$ cat src/rtl/manch_pkg.sv
package manch_pkg;

  // Strobes from control to datapath, transmit side
  typedef struct packed {
    logic load;     // take a new byte, drive its first half-bit
    logic advance;  // move to next bit, drive its first half-bit
    logic flip;     // mid-cell edge
  } txStbT;

  // Strobes from control to datapath, receive side
  typedef struct packed {
    logic clear;    // decoder idle: track reference, drop progress
    logic first;    // sample first half of a cell
    logic second;   // sample second half, decode the bit
    logic last;     // second half of the final bit of a byte
  } rxStbT;

endpackage

$ cat src/rtl/manch_codec_ctrl.sv
module manch_codec_ctrl
  import manch_pkg::*;
#(
  parameter int DATA_W = 8
) (
  input  logic  clk,
  input  logic  rstN,
  input  logic  txValid,
  output logic  txReady,
  output logic  txActive,
  input  logic  rxEnable,
  output txStbT txStb,
  output rxStbT rxStb
);

  localparam int CNT_W = (DATA_W > 1) ? $clog2(DATA_W) : 1;
  localparam logic [CNT_W-1:0] LAST_IDX = CNT_W'(DATA_W - 1);

  // ---------------- transmit sequencing ----------------
  logic             txBusy;
  logic             txPhase;   // 0: first half showing, 1: second half
  logic [CNT_W-1:0] txBit;
  logic             txLastHalf;
  logic             txAccept;

  assign txLastHalf = txBusy && txPhase && (txBit == LAST_IDX);
  assign txReady    = !txBusy || txLastHalf;
  assign txAccept   = txValid && txReady;
  assign txActive   = txBusy;

  always_comb begin
    txStb.load    = txAccept;
    txStb.flip    = txBusy && !txPhase;
    txStb.advance = txBusy && txPhase && !txLastHalf;
  end

  always_ff @(posedge clk) begin
    if (!rstN) begin
      txBusy  <= 1'b0;
      txPhase <= 1'b0;
      txBit   <= '0;
    end else if (txAccept) begin
      txBusy  <= 1'b1;
      txPhase <= 1'b0;
      txBit   <= '0;
    end else if (txBusy && !txPhase) begin
      txPhase <= 1'b1;
    end else if (txBusy && !txLastHalf) begin
      txPhase <= 1'b0;
      txBit   <= txBit + 1'b1;
    end else if (txLastHalf) begin
      txBusy  <= 1'b0;
      txPhase <= 1'b0;
      txBit   <= '0;
    end
  end

  // ---------------- receive sequencing ----------------
  logic             rxPhase;
  logic [CNT_W-1:0] rxBit;

  always_comb begin
    rxStb.clear  = !rxEnable;
    rxStb.first  = rxEnable && !rxPhase;
    rxStb.second = rxEnable && rxPhase;
    rxStb.last   = rxEnable && rxPhase && (rxBit == LAST_IDX);
  end

  always_ff @(posedge clk) begin
    if (!rstN || !rxEnable) begin
      rxPhase <= 1'b0;
      rxBit   <= '0;
    end else if (!rxPhase) begin
      rxPhase <= 1'b1;
    end else begin
      rxPhase <= 1'b0;
      rxBit   <= (rxBit == LAST_IDX) ? '0 : rxBit + 1'b1;
    end
  end

  // ---------------- assertions ----------------
  assert_ready_when_idle_R6: assert property (@(posedge clk) disable iff (!rstN)
    !txActive |-> txReady);

  assert_accept_starts_R6: assert property (@(posedge clk) disable iff (!rstN)
    (txValid && txReady) |=> txActive);

  assert_rx_phase_restart_R12: assert property (@(posedge clk) disable iff (!rstN)
    !rxEnable |=> !rxStb.second);

endmodule

$ cat src/rtl/manch_codec_dp.sv
module manch_codec_dp
  import manch_pkg::*;
#(
  parameter int DATA_W = 8
) (
  input  logic              clk,
  input  logic              rstN,
  input  logic              diffMode,
  input  logic [DATA_W-1:0] txData,
  input  txStbT             txStb,
  output logic              lineOut,
  input  logic              lineIn,
  input  rxStbT             rxStb,
  output logic [DATA_W-1:0] rxData,
  output logic              rxValid,
  output logic              rxError
);

  // First half-bit level for a bit, given the level left by the previous cell
  function automatic logic encFirst(input logic bitVal, input logic prevLvl,
                                    input logic diff);
    if (diff) return bitVal ? prevLvl : ~prevLvl;
    else      return ~bitVal;
  endfunction

  // ---------------- serialiser ----------------
  logic [DATA_W-1:0] txShift;

  always_ff @(posedge clk) begin
    if (!rstN) begin
      txShift <= '0;
      lineOut <= 1'b0;
    end else if (txStb.load) begin
      txShift <= txData;
      lineOut <= encFirst(txData[0], lineOut, diffMode);
    end else if (txStb.advance) begin
      txShift <= txShift >> 1;
      lineOut <= encFirst(txShift[1], lineOut, diffMode);
    end else if (txStb.flip) begin
      lineOut <= ~lineOut;
    end
  end

  // ---------------- decoder ----------------
  logic              firstSample;
  logic              refLevel;
  logic              errAcc;
  logic [DATA_W-1:0] rxShift;
  logic              decodedBit;
  logic              violation;
  logic [DATA_W-1:0] nextShift;

  assign decodedBit = diffMode ? (firstSample == refLevel) : lineIn;
  assign violation  = (firstSample == lineIn);
  assign nextShift  = {decodedBit, rxShift[DATA_W-1:1]};

  always_ff @(posedge clk) begin
    if (!rstN) begin
      firstSample <= 1'b0;
      refLevel    <= 1'b0;
      errAcc      <= 1'b0;
      rxShift     <= '0;
      rxData      <= '0;
      rxValid     <= 1'b0;
      rxError     <= 1'b0;
    end else begin
      rxValid <= 1'b0;
      rxError <= 1'b0;
      if (rxStb.clear) begin
        refLevel <= lineIn;
        errAcc   <= 1'b0;
      end
      if (rxStb.first) begin
        firstSample <= lineIn;
      end
      if (rxStb.second) begin
        refLevel <= lineIn;
        rxShift  <= nextShift;
        if (rxStb.last) begin
          errAcc <= 1'b0;
          if (errAcc || violation) begin
            rxError <= 1'b1;
          end else begin
            rxData  <= nextShift;
            rxValid <= 1'b1;
          end
        end else begin
          errAcc <= errAcc || violation;
        end
      end
    end
  end

  // ---------------- assertions ----------------
  assert_rxdata_hold_R9: assert property (@(posedge clk) disable iff (!rstN)
    !rxValid |-> $stable(rxData));

  assert_rx_strobes_exclusive_R11: assert property (@(posedge clk) disable iff (!rstN)
    !(rxValid && rxError));

endmodule

$ cat src/rtl/manch_codec.sv
module manch_codec
  import manch_pkg::*;
#(
  parameter int DATA_W = 8
) (
  input  logic              clk,
  input  logic              rstN,
  input  logic              diffMode,
  input  logic [DATA_W-1:0] txData,
  input  logic              txValid,
  output logic              txReady,
  output logic              lineOut,
  output logic              txActive,
  input  logic              lineIn,
  input  logic              rxEnable,
  output logic [DATA_W-1:0] rxData,
  output logic              rxValid,
  output logic              rxError
);

  txStbT txStb;
  rxStbT rxStb;

  manch_codec_ctrl #(.DATA_W(DATA_W)) i_ctrl (
    .clk      (clk),
    .rstN     (rstN),
    .txValid  (txValid),
    .txReady  (txReady),
    .txActive (txActive),
    .rxEnable (rxEnable),
    .txStb    (txStb),
    .rxStb    (rxStb)
  );

  manch_codec_dp #(.DATA_W(DATA_W)) i_dp (
    .clk      (clk),
    .rstN     (rstN),
    .diffMode (diffMode),
    .txData   (txData),
    .txStb    (txStb),
    .lineOut  (lineOut),
    .lineIn   (lineIn),
    .rxStb    (rxStb),
    .rxData   (rxData),
    .rxValid  (rxValid),
    .rxError  (rxError)
  );

  assert_idle_hold_R8: assert property (@(posedge clk) disable iff (!rstN)
    !txActive |-> $stable(lineOut));

  assert_rx_single_pulse_R9: assert property (@(posedge clk) disable iff (!rstN)
    (rxValid || rxError) |=> !(rxValid || rxError));

  assert_rx_needs_enable_R12: assert property (@(posedge clk) disable iff (!rstN)
    (rxValid || rxError) |-> $past(rxEnable));

endmodule

$ cat config.mk
export PLATFORM = sky130hd
export DESIGN_NAME = manch_codec
export DESIGN_NICKNAME = d
export VERILOG_FILES = /design/src/rtl/manch_pkg.sv /design/src/rtl/manch_codec_ctrl.sv /design/src/rtl/manch_codec_dp.sv /design/src/rtl/manch_codec.sv
export SDC_FILE = /design/constraint.sdc
export NUM_CORES = 1
export LEC_CHECK = 0
export CAP_MARGIN = 40
export CELL_PAD_IN_SITES_DETAIL_PLACEMENT = 1
export CELL_PAD_IN_SITES_GLOBAL_PLACEMENT = 2
export CORE_MARGIN = 2
export CORE_UTILIZATION = 32
export DETAILED_ROUTE_END_ITERATION = 7
export PLACE_DENSITY_LB_ADDON = 0.3
export SETUP_SLACK_MARGIN = 0.2
export SYNTH_ARGS = -nofsm -noshare
export SYNTH_HDL_FRONTEND = slang
export SYNTH_SLANG_ARGS = --single-unit
$ cat constraint.sdc
create_clock -name clk -period 2.75 [get_ports clk]
set_clock_uncertainty 0.2 [all_clocks]
set_input_delay 0.825 -clock clk [delete_from_list [all_inputs] [get_ports clk]]
set_output_delay 0.825 -clock clk [all_outputs]
set_load 0.005 [all_outputs]
# Yosys cells after proc, flatten, opt, wreduce, memory -nomap -nowiden
# Index checks and enable logic that the tools add are counted.
# W data, S select, Z words.
classes:
  add_sub_neg: 2
  eq_ne: 9
  muxes: 27
  bitwise_logic: 6
  reduce_logical: 29
ops:
  columns: ["operator", "count"]
  rows:
  - ["$mux W1", 22]
  - ["$mux W8", 2]
  - ["$reduce_and A3 Y1", 4]
  - ["$logic_and A1 B1 Y1", 9]
  - ["$mux W3", 3]
  - ["$add A3 B1 Y3 const B", 2]
  - ["$eq A3 B3 Y1 const B", 2]
  - ["$logic_not A1 Y1", 6]
  - ["$not A1 Y1", 6]
  - ["$reduce_bool A2 Y1", 3]
  - ["$reduce_bool A3 Y1", 2]
  - ["$ne A2 B1 Y1 const B", 2]
  - ["$ne A4 B4 Y1 const B", 1]
  - ["$logic_or A1 B1 Y1", 3]
  - ["$ne A3 B3 Y1 const B", 1]
  - ["$eq A1 B1 Y1", 2]
  - ["$ne A2 B2 Y1 const B", 1]
  - ["$reduce_and A2 Y1", 1]
  - ["$reduce_or A2 Y1", 1]
word_totals:
  ff_bits: 39
  inputBits: 14

# Logic depth before layout (Yosys ltp)
logic_depth:
  word_depth: 7
  depth_mapped: 8
  depth_no_buf: 7

# By module
# Synthesis repeated with hierarchy kept, for this count alone.
unflattened:
  hier_cells: 168
  hier_area_um2: 1644.1
by_module_without_submodules:
  columns: ["module", "instances", "cells_each", "area_each_um2", "seq_area_each_um2"]
  rows:
  - ["manch_codec_dp", 1, 119, 1158.6, 560.5]
  - ["manch_codec_ctrl", 1, 49, 485.5, 180.2]

# Worst setup path before layout
# No wires, ideal clock.
synth_timing:
  path_kind: "input to register"
  from: "input rxEnable"
  to: "register i_dp.rxData[0]"
  setup_ns: 0.116
  arrival_time_ns: 1.700
  t_required_ns: 2.434
  setup_slack_ns: 0.734
  stages: 7
  path_cell_list: "and2_1 -> buf_2 -> nand2_1 -> nor3_1 -> buf_4 -> mux2i_1 -> nor2b_1"
synth_between:
  elab_chain_len: 3
synth_lines:
  columns: ["item", "line_no", "rtl"]
  rows:
  - ["from (decl)", "manch_codec.sv:15", "input logic rxEnable,"]
  - ["$logic_and A1 B1 Y1 (*)", "manch_codec_ctrl.sv:65, manch_codec_ctrl.sv:66", null]
  - ["$logic_and A1 B1 Y1", "manch_codec_ctrl.sv:66", "rxStb.last = rxEnable && rxPhase && (rxBit == LAST_IDX);"]
  - ["$reduce_and A3 Y1 (no source line) (*)", null, null]
  - ["to (signal assigned)", "manch_codec_dp.sv:84", "rxData <= nextShift;"]
  - ["to (decl)", "manch_codec_dp.sv:14", "output logic [DATA_W-1:0] rxData,"]
# Every way passes the cells marked *; elsewhere a longest branch is shown, timed or not.
# A chain may end at the register's enable or synchronous reset.

# Final worst setup path
layout_timing:
  from: "register i_ctrl.txBit[1]"
  to: "register i_dp.txShift[4]"
layout_between:
  elab_chain_len: 5
  elab_cells_between_ends: 8
  cone_classes: "eq/ne (1); mux (1); reduce/logical (6)"
layout_lines:
  columns: ["item", "line_no", "rtl"]
  rows:
  - ["from (decl)", "manch_codec_ctrl.sv:22", "logic [CNT_W-1:0] txBit;"]
  - ["from (signal assigned)", "manch_codec_ctrl.sv:50", "txBit <= txBit + 1'b1;"]
  - ["$eq A3 B3 Y1 (*)", "manch_codec_ctrl.sv:26", "assign txLastHalf = txBusy && txPhase && (txBit == LAST_IDX);"]
  - ["$logic_and A1 B1 Y1 (*)", "manch_codec_ctrl.sv:26", null]
  - ["$logic_or A1 B1 Y1 or $logic_not A1 Y1 (tied branches)", "manch_codec_ctrl.sv:27, manch_codec_ctrl.sv:34", null]
  - ["$logic_and A1 B1 Y1 (on tied branches)", "manch_codec_ctrl.sv:28, manch_codec_ctrl.sv:34", null]
  - ["$mux W8 or $reduce_bool A2 Y1 (tied branches)", null, null]
  - ["to (signal assigned)", "manch_codec_dp.sv:34", "txShift <= txData;"]
  - ["to (signal assigned)", "manch_codec_dp.sv:37", "txShift <= txShift >> 1;"]
  - ["to (decl)", "manch_codec_dp.sv:27", "logic [DATA_W-1:0] txShift;"]
# Marks and branches as above.

==> qor.txt <==
Post-Syn Instances -> 158
Synth top cells by count -> 37 x dfxtp_1, 23 x nand2_1, 17 x nor2b_1
IO buf count -> 26
worst r2r path cells -> 14
FF-to-FF setup slack -> 0.31 ns
die height -> 73.3 microns
DRT Wirelength -> 3.68 mm
Hold Crit Depth -> 2
critical path launch point type -> flop
Synth Register Bits -> 37
hold path start -> i_dp.rxShift[1]
switch share -> 0.210
RSZ-0062 raised after global routing -> false
Syn Nets -> 176
mean post-synth cell area -> 9.72 sq um
Total GRT Usage -> 0.149
Worst Hold Class -> reg2reg
ys async rst share -> 0
area leader, netlist -> dfxtp_1
pre-CTS setup slack -> 0.198 ns
PwrDens -> 589 nW/um^2
Via Count -> 1281
Clock power frac -> 0.446
outcome -> finished, final reports clean
TritonCTS Buffers -> 5
TNS Setup -> 0 ns
antenna violations before repair -> 0
Detailed Routing Iterations Pass 1 -> 4
Max VDD drop -> 0.235 mV
Post-synth EDFFs -> 0
post-synthesis cell area -> 1540 sq um
clock tree sinks -> 37
internal power -> 981 uW
Final Cell Area -> 2110 sq um
Hold-fix buffers, CTS -> 0
most numerous cell in the Yosys netlist -> dfxtp_1
Clk pin slew, worst setup/hold paths -> 0.08 ns
switching power -> 260 uW
Synth cell types -> 34
Area after DPL -> 1860 sq um
hold worst-path end -> i_dp.rxShift[1]
Worst Setup End Kind -> flop
vias in the first global route -> 1302
DRT iter0 DRCs -> 49
fin util -> 0.452
fin worst setup slack -> 0.306 ns
Critical Path RT -> 2.72 ns
most area-consuming cells after synthesis -> dfxtp_1 48%, mux2i_1 7.8%, nor2b_1 6.9%
largest net degree at the start of global routing -> 15
boundary pin count -> 27
die area -> 5370 sq um
Worst Path Arrival -> 2.41 ns
TritonCTS clock tree -> built
antenna-violating nets left -> 0
R2R Path End -> i_dp.txShift[4]
Post-DP HPWL -> 2.63 mm
Max-cap violations -> 0
Initial Utilization -> 0.330
dominant synthesized flop cell -> dfxtp_1
Rows -> 25
post-synthesis sequential area ratio -> 0.482
global placement routability congestion -> 0.730
area delta synth->final -> 37.2%
clk_lat worst skew -> 0.29 ns
Remaining DRCs -> 0
clock root buffer -> clkbuf_8
H-tree levels -> 2
Slew headroom -> 0.569
Overflow after GRT -> 0
Seq pwr share -> 0.455
reg-to-reg startpoint -> i_ctrl.txBit[1]
antenna fix cells -> 0
CP Max Fanout -> 7
Comb pwr share -> 0.098
Final Hold Viols -> 0
Slew Limit Fails -> 0
static leakage power -> 0.804 nW
Vias/cell -> 5.08
global-route wire length before repair -> 6.14 mm
Clock Path Buffers -> 2
Yosys warnings -> 0
Die Width -> 73.3 microns
post-route minimum period -> 2.44 ns
final setup fails -> 0
share of cells above drive strength 1 -> 0.141
post-layout net count -> 215
wire per inst -> 14.6 microns
Setup Crit Path Kind -> reg2reg
fmax -> 409 MHz
core box area -> 4660 sq um
final worst-path cycle share -> 0.889
worst-margin pin slew -> 0.646 ns
top cell type's share of synthesized area -> 0.482
==> final cells by class <==
type / instances / area (sq um)
Clock buffer: 5 / 68.8
Clock inverter: 3 / 65.1
Fill cell: 538 / 2550
Inverter: 3 / 11.3
Multi-Input combinational cell: 110 / 777
Sequential cell: 37 / 742
Tap cell: 54 / 67.6
Timing Repair Buffer: 40 / 377
==> kinds of logic (layout without fill, tap and decap cells) <==
logic type,after synthesis,in the layout,synth area share
muxes,12,12,0.0782
xor gates and xnor gates,3,3,0.0171
and+or+nand+nor,58,58,0.183
buffers and inverters,11,51,0.0383
DFF,37,37,0.482
AOI/OAI and AO/OA,33,33,0.169
adders and majority gates,4,4,0.0326
==> layer usage <==
metal	up-vias	global-route usage	share of wire
met5	-	0	0
met4	0	0.0545	0.015
met3	6	0.0466	0.036
met2	17	0.240	0.49
met1	627	0.186	0.45
li1	631	-	-
==> cells in the final DEF, fill, tap and decap left out, types with 2 or more instances in the layout <==
| cell type | netlist | routed |
|---|---|---|
| buf_4 | 2 | 11 |
| dfxtp_1 | 37 | 36 |
| clkbuf_8 | 0 | 5 |
| ha_1 | 4 | 2 |
| o211a_1 | 3 | 3 |
| nor2b_1 | 17 | 16 |
| a21boi_0 | 6 | 6 |
| nand2_1 | 23 | 23 |
| mux2i_1 | 12 | 12 |
| xnor2_1 | 3 | 3 |
| a21oi_1 | 5 | 5 |
| buf_6 | 1 | 3 |
| nor2_1 | 9 | 9 |
| nor3_1 | 2 | 2 |
| clkdlybuf4s50_1 | 0 | 25 |
| and2_1 | 3 | 3 |
| inv_1 | 3 | 2 |
| a222oi_1 | 5 | 5 |
| a22oi_1 | 3 | 3 |
| bufinv_16 | 0 | 2 |
| ha_4 | 0 | 2 |
==> worst max path at each step <==
stage                    startpoint         endpoint  slack, ns
floorplan                  rxEnable   i_dp.rxData[0]       0.73
global placement    i_ctrl.txBit[0]          txReady       0.22
detailed placement  i_ctrl.txBit[0]          txReady       0.20
CTS                 i_ctrl.txBit[0]          txReady       0.25
global route        i_ctrl.txBit[1]     i_dp.lineOut       0.20
finish              i_ctrl.txBit[1]  i_dp.txShift[4]       0.31
==> timing repair <==
item                       in CTS  in global routing
setup endpoints to repair       1                  8
hold endpoints to repair        0                  0
resized for setup               5                  9
pin swaps                       1                  2
setup buffers                   7                  1
==> per-stage QoR <==
stage,hold slack (ns),cells,total power [mW]
5_1_grt,0.306,252,1.30
4_1_cts,0.272,251,1.25
6_report,0.265,252,1.24
3_3_place_gp,0.262,236,0.678
3_5_place_dp,0.261,236,0.683
2_1_floorplan,0.243,158,0.635
==> power groups by stage <==
stage	Clock [mW]	Combinational [mW]	Sequential (mW)
final	0.554	0.122	0.565
after global routing	0.593	0.134	0.568
after CTS	0.570	0.116	0.565
after detailed placement	0	0.106	0.577
after global placement	0	0.102	0.576
after floorplan	0	0.0624	0.572
==> critical path, stage by stage (launching register included) <==
cell and delay, ns:
dfxtp_1 0.34, ha_4 0.17, ha_4 0.17, a21boi_4 0.18
buf_6 0.11, buf_4 0.09, buf_4 0.09, buf_4 0.09
buf_4 0.08, buf_4 0.09, buf_6 0.10, nor2b_4 0.04
buf_6 0.12, a222oi_1 0.35, nor2b_1 0.08
==> state kept, by name (all words and copies together) (netlist names), 3 cells and up <==
signal and flops:
i_ctrl.txBit 3, i_dp.rxData 8, i_dp.rxShift 7, i_ctrl.rxBit 3
i_dp.txShift 7
No activity file was read; power rests on OpenSTA's default activity.
